File: src/rtl/can_mode_ctrl.sv
module can_mode_ctrl #(
  parameter int IDLE_BITS = 11,
  parameter int REC_SEQS  = 128
) (
  input  logic        clk,
  input  logic        rst_n,
  input  logic        core_en,
  input  logic        sw_rst,
  input  logic        bus_off,
  input  logic        wake,
  input  logic        rx_bit,
  input  logic        bit_tick,
  input  logic        wr_en,
  input  logic [15:0] wdata,
  output logic [15:0] rdata,
  output logic [2:0]  mode,
  output logic        illegal_mode,
  output logic        tx_recessive,
  output logic        ack_suppress,
  output logic        err_cnt_clear,
  output logic        brs_override,
  output logic        single_shot,
  output logic        pee_disable,
  output logic        rec_active,
  output logic        rec_done
);
  localparam int RUN_W = $clog2(IDLE_BITS + 1);
  localparam int SEQ_W = $clog2(REC_SEQS + 1);
  localparam logic [RUN_W-1:0] RUN_LAST = RUN_W'(IDLE_BITS - 1);
  localparam logic [SEQ_W-1:0] SEQ_LAST = SEQ_W'(REC_SEQS - 1);
  localparam logic [2:0] M_CFG = 3'd0, M_NORMAL = 3'd1, M_SLEEP = 3'd2,
                         M_LOOP = 3'd3, M_SNOOP = 3'd4;

  logic sleep_q, lback_q, snoop_q, brsd_q, dar_q, dpee_q, sbr_q, abr_q;
  logic [RUN_W-1:0] run_q;
  logic [SEQ_W-1:0] seq_q;
  logic done_q;

  wire cfg_wr = wr_en && !core_en;
  wire sbr_wr = wr_en && bus_off && core_en;
  wire sbr_clr = !bus_off || !core_en || done_q;

  always_ff @(posedge clk or negedge rst_n) begin
    if (!rst_n) begin
      {abr_q, sbr_q, dpee_q, dar_q, brsd_q, snoop_q, lback_q, sleep_q} <= '0;
    end else if (sw_rst) begin
      {abr_q, sbr_q, dpee_q, dar_q, brsd_q, snoop_q, lback_q, sleep_q} <= '0;
    end else begin
      if (cfg_wr) begin
        lback_q <= wdata[1];
        snoop_q <= wdata[2];
        brsd_q  <= wdata[3];
        dar_q   <= wdata[4];
        dpee_q  <= wdata[5];
        abr_q   <= wdata[7];
      end
      if (wake)        sleep_q <= 1'b0;
      else if (wr_en)  sleep_q <= wdata[0];
      if (sbr_clr)     sbr_q <= 1'b0;
      else if (sbr_wr) sbr_q <= wdata[6];
    end
  end

  assign rec_active = bus_off && core_en && (abr_q || sbr_q);

  always_ff @(posedge clk or negedge rst_n) begin
    if (!rst_n) begin
      run_q  <= '0;
      seq_q  <= '0;
      done_q <= 1'b0;
    end else begin
      done_q <= 1'b0;
      if (sw_rst || !rec_active) begin
        run_q <= '0;
        seq_q <= '0;
      end else if (bit_tick) begin
        if (!rx_bit) begin
          run_q <= '0;
        end else if (run_q == RUN_LAST) begin
          run_q <= '0;
          if (seq_q == SEQ_LAST) begin
            seq_q  <= '0;
            done_q <= 1'b1;
          end else begin
            seq_q <= seq_q + 1'b1;
          end
        end else begin
          run_q <= run_q + 1'b1;
        end
      end
    end
  end

  assign rec_done = done_q;

  assign illegal_mode = (sleep_q && lback_q) || (sleep_q && snoop_q) || (lback_q && snoop_q);

  always_comb begin
    mode = M_CFG;
    if (core_en && !illegal_mode) begin
      if (sleep_q)      mode = M_SLEEP;
      else if (lback_q) mode = M_LOOP;
      else if (snoop_q) mode = M_SNOOP;
      else              mode = M_NORMAL;
    end
  end

  wire in_snoop = (mode == M_SNOOP);
  assign tx_recessive  = in_snoop;
  assign ack_suppress  = in_snoop;
  assign err_cnt_clear = in_snoop;
  assign brs_override  = brsd_q;
  assign single_shot   = dar_q;
  assign pee_disable   = dpee_q;

  assign rdata = {8'h00, abr_q, sbr_q, dpee_q, dar_q, brsd_q, snoop_q, lback_q, sleep_q};
endmodule

File: config.mk
export PLATFORM = sky130hd
export DESIGN_NAME = can_mode_ctrl
export DESIGN_NICKNAME = d
export VERILOG_FILES = /design/src/rtl/can_mode_ctrl.sv
export SDC_FILE = /design/constraint.sdc
export NUM_CORES = 1
export LEC_CHECK = 0
export ABC_AREA = 1
export BUFFER_PORTS_ARGS = -buffer_cell sky130_fd_sc_hd__buf_2
export CORE_AREA = 4 4 57 59
export DETAILED_ROUTE_END_ITERATION = 10
export DIE_AREA = 0 0 61 63
export HOLD_SLACK_MARGIN = 0.03
export PLACE_DENSITY = 0.84
export SLEW_MARGIN = 25
export SYNTH_ARGS = -nofsm -noshare
export SYNTH_HDL_FRONTEND = slang
export SYNTH_SLANG_ARGS = --single-unit
File: constraint.sdc
create_clock -name clk -period 3.3 [get_ports clk]
set_input_delay 0.165 -clock clk [delete_from_list [all_inputs] [get_ports clk]]
set_output_delay 0.165 -clock clk [all_outputs]
set_load 0.01 [all_outputs]
==> metrics.txt, run 1 <==
Seq/Total Area, Yosys=0.403; Hold Vio Cnt, Final=0; delay-heaviest family, CP=simple AND/OR/NAND/NOR gates; Root Buffer=clkbuf_4; CTS tree=built; post-route ant nets=0; Slowest cell on crit path=dfrtp_1; power density over cell area=320 nW/um^2; sequential power share=0.580; largest area contributor in the netlist=dfrtp_1; outcome=complete, no violations; share of the synthesized area in the top cell type=0.403; number of nets in the layout=232; CP Class=flip-flop to flip-flop; total grt overflow=0; row cnt=19; fin cells=234; DP Worst Slack=1590 ps; synth top area cells=dfrtp_1 (40%), buf_4 (10%), nand2_1 (8.9%), inv_1 (7.8%), nand3_1 (6.5%); Top Usage Layer GRT=met2; Synth Register Bits=21; worst-margin pin slew=644 ps; top-count cell post-synth=nand2_1; Skew-Pair Late Insertion Delay=300 ps; clock tree sinks=21; Num CTS Buffers=3; Synth-to-Final Area Change=11.6%; number of distinct library cells after synthesis=22; core area=2710 sq um; die area=3840 sq um; synthesized cell area=1300 sq um; Max Root-Sink Buffers=2; Psw=0.128 mW; worst hold margin=88.1 ps; global-route met3 utilization=0.0165; Logic pwr share=0.153; gp weighted congestion=0.882; global-route wire length before repair=4.24 mm; met2 Use GR=0.215; Worst EP arrival=1910 ps; IO Pins=53; max_slew headroom=0.568; initial core utilization=0.481; RSZ-0062 raised after global routing=false; Worst Hold Depth=2; fraction of registers with async set/reset=1.00; CP dominant cell by count=nand2_1; Clk pin slew, worst setup/hold paths=120 ps; WP buf/inv=2; Post-synth top cells=nand2_1 (31), inv_1 (27), dfrtp_1 (21), buf_4 (18); First-pass DRT Iterations=4; DRT Wirelength=2.50 mm; DRC viols=0; total number of vias=1135; share of cells above drive strength 1=0.217; vias in the first global route=980; Critical Path Max Stage Delay=420 ps; Avg Cell Area, Syn=7.54 sq um; clock power share=0.267; reg2reg path depth=9; Synth Flop Type=dfrtp_1; worst-path cell chain=inv_1, ha_1, nand2_1, nor2_1, nand2_1, nand3_1, inv_1, nand2_1, nand2_1; Period Utilization, post-route=0.516; cells after synthesis=173; Post-synth EDFFs=0; largest net degree at the start of global routing=22; PnR worst setup slack=1600 ps; dpl hpwl=1.98 mm; H-tree depth=1; Period minus WS final=1700 ps; Critical Path Source Type=flip-flop; Pint=0.338 mW; GR Layer Usage met1=0.196; setup TNS=0 ps; R2R Setup Slk=1600 ps; Tot GR Track Use=0.141; Ys Warns=0; placed insts=228; iteration-0 DRC count of the detailed router=39; Leak=0.808 nW; number of antenna diodes=0; Clock Skew=4.62 ps; switch share=0.275; fin util=0.537; Max FO, Critical Path=8; Slew Viols, Final=0; min-delay worst type=input port to flip-flop; die span in y=63 microns; Max Freq=587 MHz; count of final setup violators=0; Via density=4.85; Post-CTS Repair Setup Buffers=0; initial antenna violation count=0; Crit. End Element=flip-flop; max cap viols=0; Max VDD drop=0.185 mV; routed len/inst=10.7 microns; Die Wd=61 microns; Crit. path cell count=9; Req. time, crit path=3510 ps; I/O Buffers=36
[stage by stage]
| stage | power (mW) | instance area (sq um) |
|---|---|---|
| 5_1_grt | 0.489 | 1460 |
| 6_report | 0.466 | 1460 |
| 3_5_place_dp | 0.345 | 1410 |
| 4_1_cts | 0.467 | 1460 |
| 2_1_floorplan | 0.328 | 1330 |
| 3_3_place_gp | 0.344 | 1410 |
[kinds of logic (layout without fill, tap and decap cells)]
family	after synthesis	in the layout	share of synthesized area
buffers and inverters	47	70	0.188
other	1	8	0.00288
adders and majority gates	3	3	0.0288
AOI/OAI and AO/OA	15	15	0.0585
xor gates and xnor gates	3	3	0.0202
DFF	21	21	0.403
muxes	1	1	0.00768
and+or+nand+nor	82	82	0.291
[path summary, 6_finish.rpt]
| path | startpoint | end |
|---|---|---|
| hold reg to reg | rec_done | sbr_q |
| max in group asynchronous | rst_n | abr_q |
| min in group asynchronous | rst_n | rec_done |
| setup reg to reg | run_q[0] | seq_q[3] |
| hold / removal | sw_rst | sbr_q |
| setup / recovery | run_q[0] | seq_q[3] |
[placed cells by master (no fill, tap or decap), drive strengths merged]
cell,netlist,layout
o22ai,1,1
xnor2,2,2
nand4,4,4
dfrtp,21,21
inv,28,28
buf,19,36
ha,3,3
clkbuf,0,4
dlygate4sd3,0,2
nand3,18,18
o21ai,10,10
xor2,1,1
a21oi,4,4
mux2i,1,1
nor2,17,17
nand2,33,33
conb,1,8
nor4,4,4
nor3,6,6
[power groups by stage]
stage / clock network, mW / logic, mW / registers (mW)
5_1_grt: 0.137 / 0.0806 / 0.272
6_report: 0.125 / 0.0712 / 0.270
3_5_place_dp: 0 / 0.0698 / 0.275
2_1_floorplan: 0 / 0.0515 / 0.276
4_1_cts: 0.125 / 0.0718 / 0.270
3_3_place_gp: 0 / 0.0690 / 0.275
[registers in the layout, indices dropped and copies added, names as in the netlist]
register      cells
seq_q             8
run_q             4
abr_q             1
brs_override      1
lback_q           1
pee_disable       1
rec_done          1
sbr_q             1
single_shot       1
sleep_q           1
snoop_q           1
[cell type report]
cell class              instances  area, sq um
inverters                      28          105
flip-flops and latches         21          526
multi-input cells             112          559
fillers                       262         1250
clock buffers                   4         26.3
well taps                      31         38.8
repair buffers                 38          200
[per-layer routing]
| layer | share of wire | wire [microns] |
|---|---|---|
| met1 | 0.43 | 1090 |
| met4 | 0.024 | 61 |
| met2 | 0.47 | 1170 |
| met5 | 0 | 0 |
| met3 | 0.073 | 182 |
[worst reg2reg max path: cells and delay by family, from the launching register on]
| kind | cells | cell delay (ps) |
|---|---|---|
| adder cells (fa/ha/maj) | 1 | 140 |
| buffers and inverters | 2 | 270 |
| flip-flops | 1 | 420 |
| AND/OR/NAND/NOR | 6 | 770 |
[repair_timing]
item                                   CTS  global route
hold buffers                             2             0
gates resized for setup                  0             0
endpoints found under the hold margin   22             0
Power figures use the tool's default switching activity.
==> run 2, diff against run 1 <==
--- a/config.mk
+++ b/config.mk
@@ -7,11 +7,11 @@
 export LEC_CHECK = 0
 export ABC_AREA = 1
 export BUFFER_PORTS_ARGS = -buffer_cell sky130_fd_sc_hd__buf_2
-export CORE_AREA = 4 4 57 59
+export CORE_AREA = 4 4 58 60
 export DETAILED_ROUTE_END_ITERATION = 10
-export DIE_AREA = 0 0 61 63
+export DIE_AREA = 0 0 62 64
 export HOLD_SLACK_MARGIN = 0.03
-export PLACE_DENSITY = 0.84
+export PLACE_DENSITY = 0.81
 export SLEW_MARGIN = 25
 export SYNTH_ARGS = -nofsm -noshare
 export SYNTH_HDL_FRONTEND = slang
==> constraint.sdc (replaced) <==
create_clock -name clk -period 1.7 [get_ports clk]
set_input_delay 0.085 -clock clk [delete_from_list [all_inputs] [get_ports clk]]
set_output_delay 0.085 -clock clk [all_outputs]
set_load 0.01 [all_outputs]
==> run 2 against run 1 <==
- clock skew rose by 4.9 ps
- combinational power rose by 120%
- wire length rose by 15%
- flip-flop and latch count did not move
- sequential power rose by 94%
- via count rose by 5.8%
- cell count rose by 6.0%
- hold slack got worse by 40 ps
- total power rose by 100%
- die area rose by 3.3%
- clock power rose by 110%
- critical path depth did not move
==> metrics.txt, run 2 (synthesis gave the netlist of run 1 again) <==
Hold Vio Cnt, Final=0 (unchanged); placed cell areas=1440 sq um (+2.3%); IO Pins=53 (unchanged); initial core utilization=0.445 (-0.0358); total number of vias=1201 (+5.8%); Slowest cell on crit path=dfrtp_1; die area=3970 sq um (+3.3%); top flop regs=seq_q (8), run_q (4); Leak=0.860 nW (+6.5%); max cap viols=0 (unchanged); global-route wire length before repair=4.60 mm (+8.6%); routed len/inst=11.6 microns (+8.8%); iteration-0 DRC count of the detailed router=58 (+49%); Num CTS Buffers=3 (unchanged); Slew Viols, Final=0 (unchanged); RSZ-0062 raised after global routing=false; post-route ant nets=0 (unchanged); Max VDD drop=0.440 mV (+140%); max_slew headroom=0.550 (-0.0175); share of cells above drive strength 1=0.228 (+0.0112); Synth-to-Final Area Change=20.5%; CTS tree=built; row cnt=20 (+1); Largest register FFs=8 (unchanged); First-pass DRT Iterations=4 (unchanged); Max FO, Critical Path=5 (-3); Critical Path Source Type=flip-flop; Root Buffer=clkbuf_4; Tot GR Track Use=0.153 (+0.0115); reg-to-reg startpoint=run_q[0]; count of final setup violators=0 (unchanged); Period minus WS final=1530 ps (-169 ps); worst-path cell chain=inv_1, ha_1, nand2_1, nor2_1, nand2_1, nand3_1, buf_4, nand3_1, a21oi_1; Period Utilization, post-route=0.902 (+0.386); I/O Buffers=36 (unchanged); delay-heaviest family, CP=simple AND/OR/NAND/NOR gates; number of antenna diodes=0 (unchanged); largest net degree at the start of global routing=22 (unchanged); total grt overflow=0 (unchanged); design area=1570 sq um (+8.0%); worst-margin pin slew=670 ps (+26.1 ps); initial antenna violation count=0 (unchanged); largest register by flop count=seq_q; Worst Setup SP=run_q[0]; Crit. End Element=flip-flop; clock tree sinks=21 (unchanged); Die Wd=62 microns (+1.6%); post-cts sizing count=0 (unchanged); commonest non-fill, non-tap cell in the layout=buf_2; core area=2930 sq um (+8.0%); fin cells=248 (+6.0%); Max Freq=652 MHz (+11%); WP buf/inv=2 (unchanged); outcome=complete, no violations; most frequent cells in the layout=buf_2 (36), nand2_1 (31), inv_1 (27); setup TNS=0 ps (unchanged); dpl hpwl=2.01 mm (+1.7%); Skew-Pair Late Insertion Delay=320 ps (+20 ps); Clock Skew=9.48 ps (+4.86 ps); DRT Wirelength=2.88 mm (+15%); number of nets in the layout=244 (+5.2%); Critical Path Max Stage Delay=420 ps (about the same); min-delay worst type=input port to flip-flop; DRC viols=0 (unchanged); Hold Startpoint=bus_off; gp weighted congestion=0.845 (-4.2%); Via density=4.84 (-0.16%); Worst EP arrival=1780 ps (-130 ps); fin util=0.537 (about the same); Max Root-Sink Buffers=2 (unchanged); CP Class=flip-flop to flip-flop; H-tree depth=1 (unchanged); placed insts=234 (+2.6%); vias in the first global route=1062 (+8.4%); Clk pin slew, worst setup/hold paths=120 ps (about the same); power density over cell area=597 nW/um^2 (+86%); Req. time, crit path=1940 ps (-1570 ps); die span in y=64 microns (+1.6%)
## run 2: worst min-delay path, stage by stage
cell and delay, ps:
buf_2 100, nand2_2 90, nor4_1 60
## run 2: area by class of cell
cell class,count,area [sq um]
clock buffer,3,22.5
clock inverter,1,7.51
fill,273,1360
inverter,28,105
multi-input combinational,112,559
sequential,21,526
tap,33,41.3
timing repair buffer,50,310
## run 2: power by group
part	switching, mW	internal (mW)
combinational	0.0915	0.0652
sequential	0.0123	0.513
clock	0.167	0.0900
## run 2: final timing paths
path                                  to  slack, ps  cells past startpoint
worst min register to register     sbr_q        450                      1
worst min-delay path               sbr_q         50                      3
min in group asynchronous       seq_q[3]        230                      2
max in group asynchronous       seq_q[7]       1130                      2
worst max-delay path            seq_q[6]        170                      9
worst max register to register  seq_q[6]        170                      9
## run 2: layer usage
| metal | GRT usage | share of wire | vias to the layer above |
|---|---|---|---|
| met5 | 0 | 0 | - |
| met4 | 0.0716 | 0.023 | 0 |
| met3 | 0.0263 | 0.082 | 7 |
| met2 | 0.245 | 0.48 | 50 |
| met1 | 0.193 | 0.42 | 532 |
| li1 | - | - | 612 |
## run 2: timing repair
| item | in CTS | in global routing |
|---|---|---|
| hold endpoints to repair | 29 | 0 |
| hold buffers | 10 | 0 |
| setup buffers | 0 | 0 |
## run 2: metrics by stage
stage	hold WS, ps	setup WS [ps]	power (mW)
after floorplan	-211	276	0.636
after global placement	67.9	220	0.670
after detailed placement	73.3	194	0.673
after CTS	42.0	157	0.947
after global routing	51.0	19.1	0.992
final	47.7	167	0.938
==> run 3, diff against run 2 <==
--- a/config.mk
+++ b/config.mk
@@ -7,11 +7,13 @@
 export LEC_CHECK = 0
 export ABC_AREA = 1
 export BUFFER_PORTS_ARGS = -buffer_cell sky130_fd_sc_hd__buf_2
-export CORE_AREA = 4 4 58 60
+export CELL_PAD_IN_SITES_DETAIL_PLACEMENT = 0
+export CELL_PAD_IN_SITES_GLOBAL_PLACEMENT = 1
+export CORE_AREA = 4 4 68 70
 export DETAILED_ROUTE_END_ITERATION = 10
-export DIE_AREA = 0 0 62 64
+export DIE_AREA = 0 0 72 74
 export HOLD_SLACK_MARGIN = 0.03
-export PLACE_DENSITY = 0.81
+export PLACE_DENSITY = 0.82
 export SLEW_MARGIN = 25
 export SYNTH_ARGS = -nofsm -noshare
 export SYNTH_HDL_FRONTEND = slang
==> run 3 against run 2 <==
- die area grew 34%
- critical path type is now flip-flop to output pin
- largest power group unchanged
- via count shrank 4.7%
- utilization shrank 15 points
==> metrics.txt, run 3 (synthesis gave the netlist of run 1 again) <==
outcome=complete, no violations; count of final setup violators=0 (unchanged); Root Buffer=clkbuf_8; global-route wire length before repair=4.95 mm (+7.6%); Hold Startpoint=sw_rst; Post-CTS Repair Setup Buffers=0 (unchanged); H-tree depth=1 (unchanged); Largest register FFs=8 (unchanged); number of nets in the layout=237 (-2.9%); Skew-Pair Late Insertion Delay=260 ps (-60 ps); setup TNS=0 ps (unchanged); commonest non-fill, non-tap cell in the layout=buf_2; Hold Vio Cnt, Final=0 (unchanged); Clock Skew=3.98 ps (-5.50 ps); worst-margin pin slew=673 ps (+3.13 ps); placed cell areas=1470 sq um (+2.0%); design area=1540 sq um (-2.3%); row cnt=23 (+15%); Worst Hold Depth=2 (-1); Slew Viols, Final=0 (unchanged); Num CTS Buffers=3 (unchanged); gp weighted congestion=0.831 (-1.6%); total grt overflow=0 (unchanged); share of cells above drive strength 1=0.236 (+0.00767); Max Freq=681 MHz (+4.5%); initial core utilization=0.328 (-0.117); Tot GR Track Use=0.115 (-0.0383); CTS tree=built; min-delay worst type=input port to flip-flop; delay-heaviest family, CP=simple AND/OR/NAND/NOR gates; Max FO, Critical Path=7 (+2); Seq. cell area=526 sq um (unchanged); Critical Path Max Stage Delay=460 ps (+40 ps); vias in the first global route=1129 (+6.3%); DRT Wirelength=2.73 mm (-5.0%); Max VDD drop=0.236 mV (-46%); Critical Path Source Type=flip-flop; fin util=0.387 (-0.150); clock tree sinks=21 (unchanged); Period minus WS final=1470 ps (-65.5 ps); CP Class=flip-flop to output pin; Leak=0.839 nW (-2.5%); Hold Path End=sbr_q; RR Endpoint=seq_q[6]; R2R Setup Slk=240 ps (+70 ps); most frequent cells in the layout=buf_2 (36), nand2_1 (31), inv_1 (27); Synth-to-Final Area Change=17.8%; reg2reg path depth=9 (unchanged); core area=3970 sq um (+36%); worst-path cell chain=nor4_1, buf_2; DRC viols=0 (unchanged); FILL cells=418 (+53%); First-pass DRT Iterations=4 (unchanged); Req. time, crit path=1620 ps (-320 ps); dpl hpwl=2.14 mm (+6.2%); post-route ant nets=0 (unchanged); Clk pin slew, worst setup/hold paths=80 ps (-40 ps); I/O Buffers=36 (unchanged); top flop regs=seq_q (8), run_q (4); largest net degree at the start of global routing=22 (unchanged); area of the multi-input gates=559 sq um (unchanged); Pwr Total=0.991 mW (+5.6%); IO Pins=53 (unchanged); max_slew headroom=0.548 (-0.00210); iteration-0 DRC count of the detailed router=46 (-21%); Crit. End Element=output pin; Worst EP arrival=1380 ps (-400 ps); max cap viols=0 (unchanged); routed len/inst=10.6 microns (-8.7%); Max Root-Sink Buffers=2 (unchanged); number of antenna diodes=0 (unchanged); WP buf/inv=1 (-1); die span in y=74 microns (+16%); initial antenna violation count=0 (unchanged); Via density=4.43 (-8.4%); total number of vias=1144 (-4.7%); die area=5330 sq um (+34%); power density over cell area=646 nW/um^2 (+8.1%); largest register by flop count=seq_q; RSZ-0062 raised after global routing=false; post-cts sizing count=0 (unchanged); Die Wd=72 microns (+16%); reg-to-reg startpoint=run_q[0]; Period Utilization, post-route=0.863 (-0.0385); Slowest cell on crit path=nor4_1
-- run 3: changes by cell type in the layout (fill, tap and decap cells not counted), sizes merged --
| cell | delta |
|---|---|
| clkbuf | +1 |
| clkinvlp | -1 |
| dlygate4sd3 | -8 |
| buf | +1 |
-- run 3: timing repair --
action / CTS / global route
hold buffers: 2 / 0
hold endpoints to repair: 22 / 0
setup endpoints to repair: 0 / 0
-- run 3: routing by layer --
metal  vias to the layer above  part of all wire  track usage
li1                        601                 -            -
met1                       500              0.45        0.142
met2                        38              0.45        0.192
met3                         5             0.080       0.0162
met4                         0             0.023       0.0647
met5                         -                 0            0
-- run 3: final cells by class --
class,count,area share
Multi-Input combinational cell,112,0.364
Sequential cell,21,0.342
Timing Repair Buffer,43,0.155
Inverter,28,0.0685
Tap cell,50,0.0407
Clock buffer,4,0.0293
-- run 3: worst max-delay path by stage --
stage | start | to | slack, ps | depth (start not counted)
2_1_floorplan | run_q[0] | seq_q[3] | 280 | 9
3_3_place_gp | run_q[0] | seq_q[6] | 250 | 9
3_5_place_dp | run_q[0] | seq_q[5] | 270 | 9
4_1_cts | sleep_q | ack_suppress | 180 | 2
5_1_grt | run_q[0] | seq_q[6] | 80 | 9
6_report | sleep_q | ack_suppress | 230 | 2
-- run 3: worst reg2reg max path, delay by kind of cell (launching register included) --
family | cells | cell delay (ps)
simple gates | 5 | 440
compound gates | 1 | 140
fa+ha+maj | 1 | 150
flops | 1 | 400
buf+inv | 2 | 250
-- run 3: through the flow --
stage          std cells  hold slack (ps)  setup WS (ps)
4_1_cts              258             53.0            177
3_5_place_dp         252             74.5            266
2_1_floorplan        180             -211            276
6_report             258             60.4            232
3_3_place_gp         252             68.7            247
5_1_grt              258             76.8           82.3
-- run 3: power by group --
part / leakage (nW) / internal [mW] / switching (mW) / total (mW)
Sequential: 0.287 / 0.513 / 0.0121 / 0.525
Combinational: 0.529 / 0.0535 / 0.0877 / 0.141
Clock: 0.0228 / 0.167 / 0.158 / 0.325
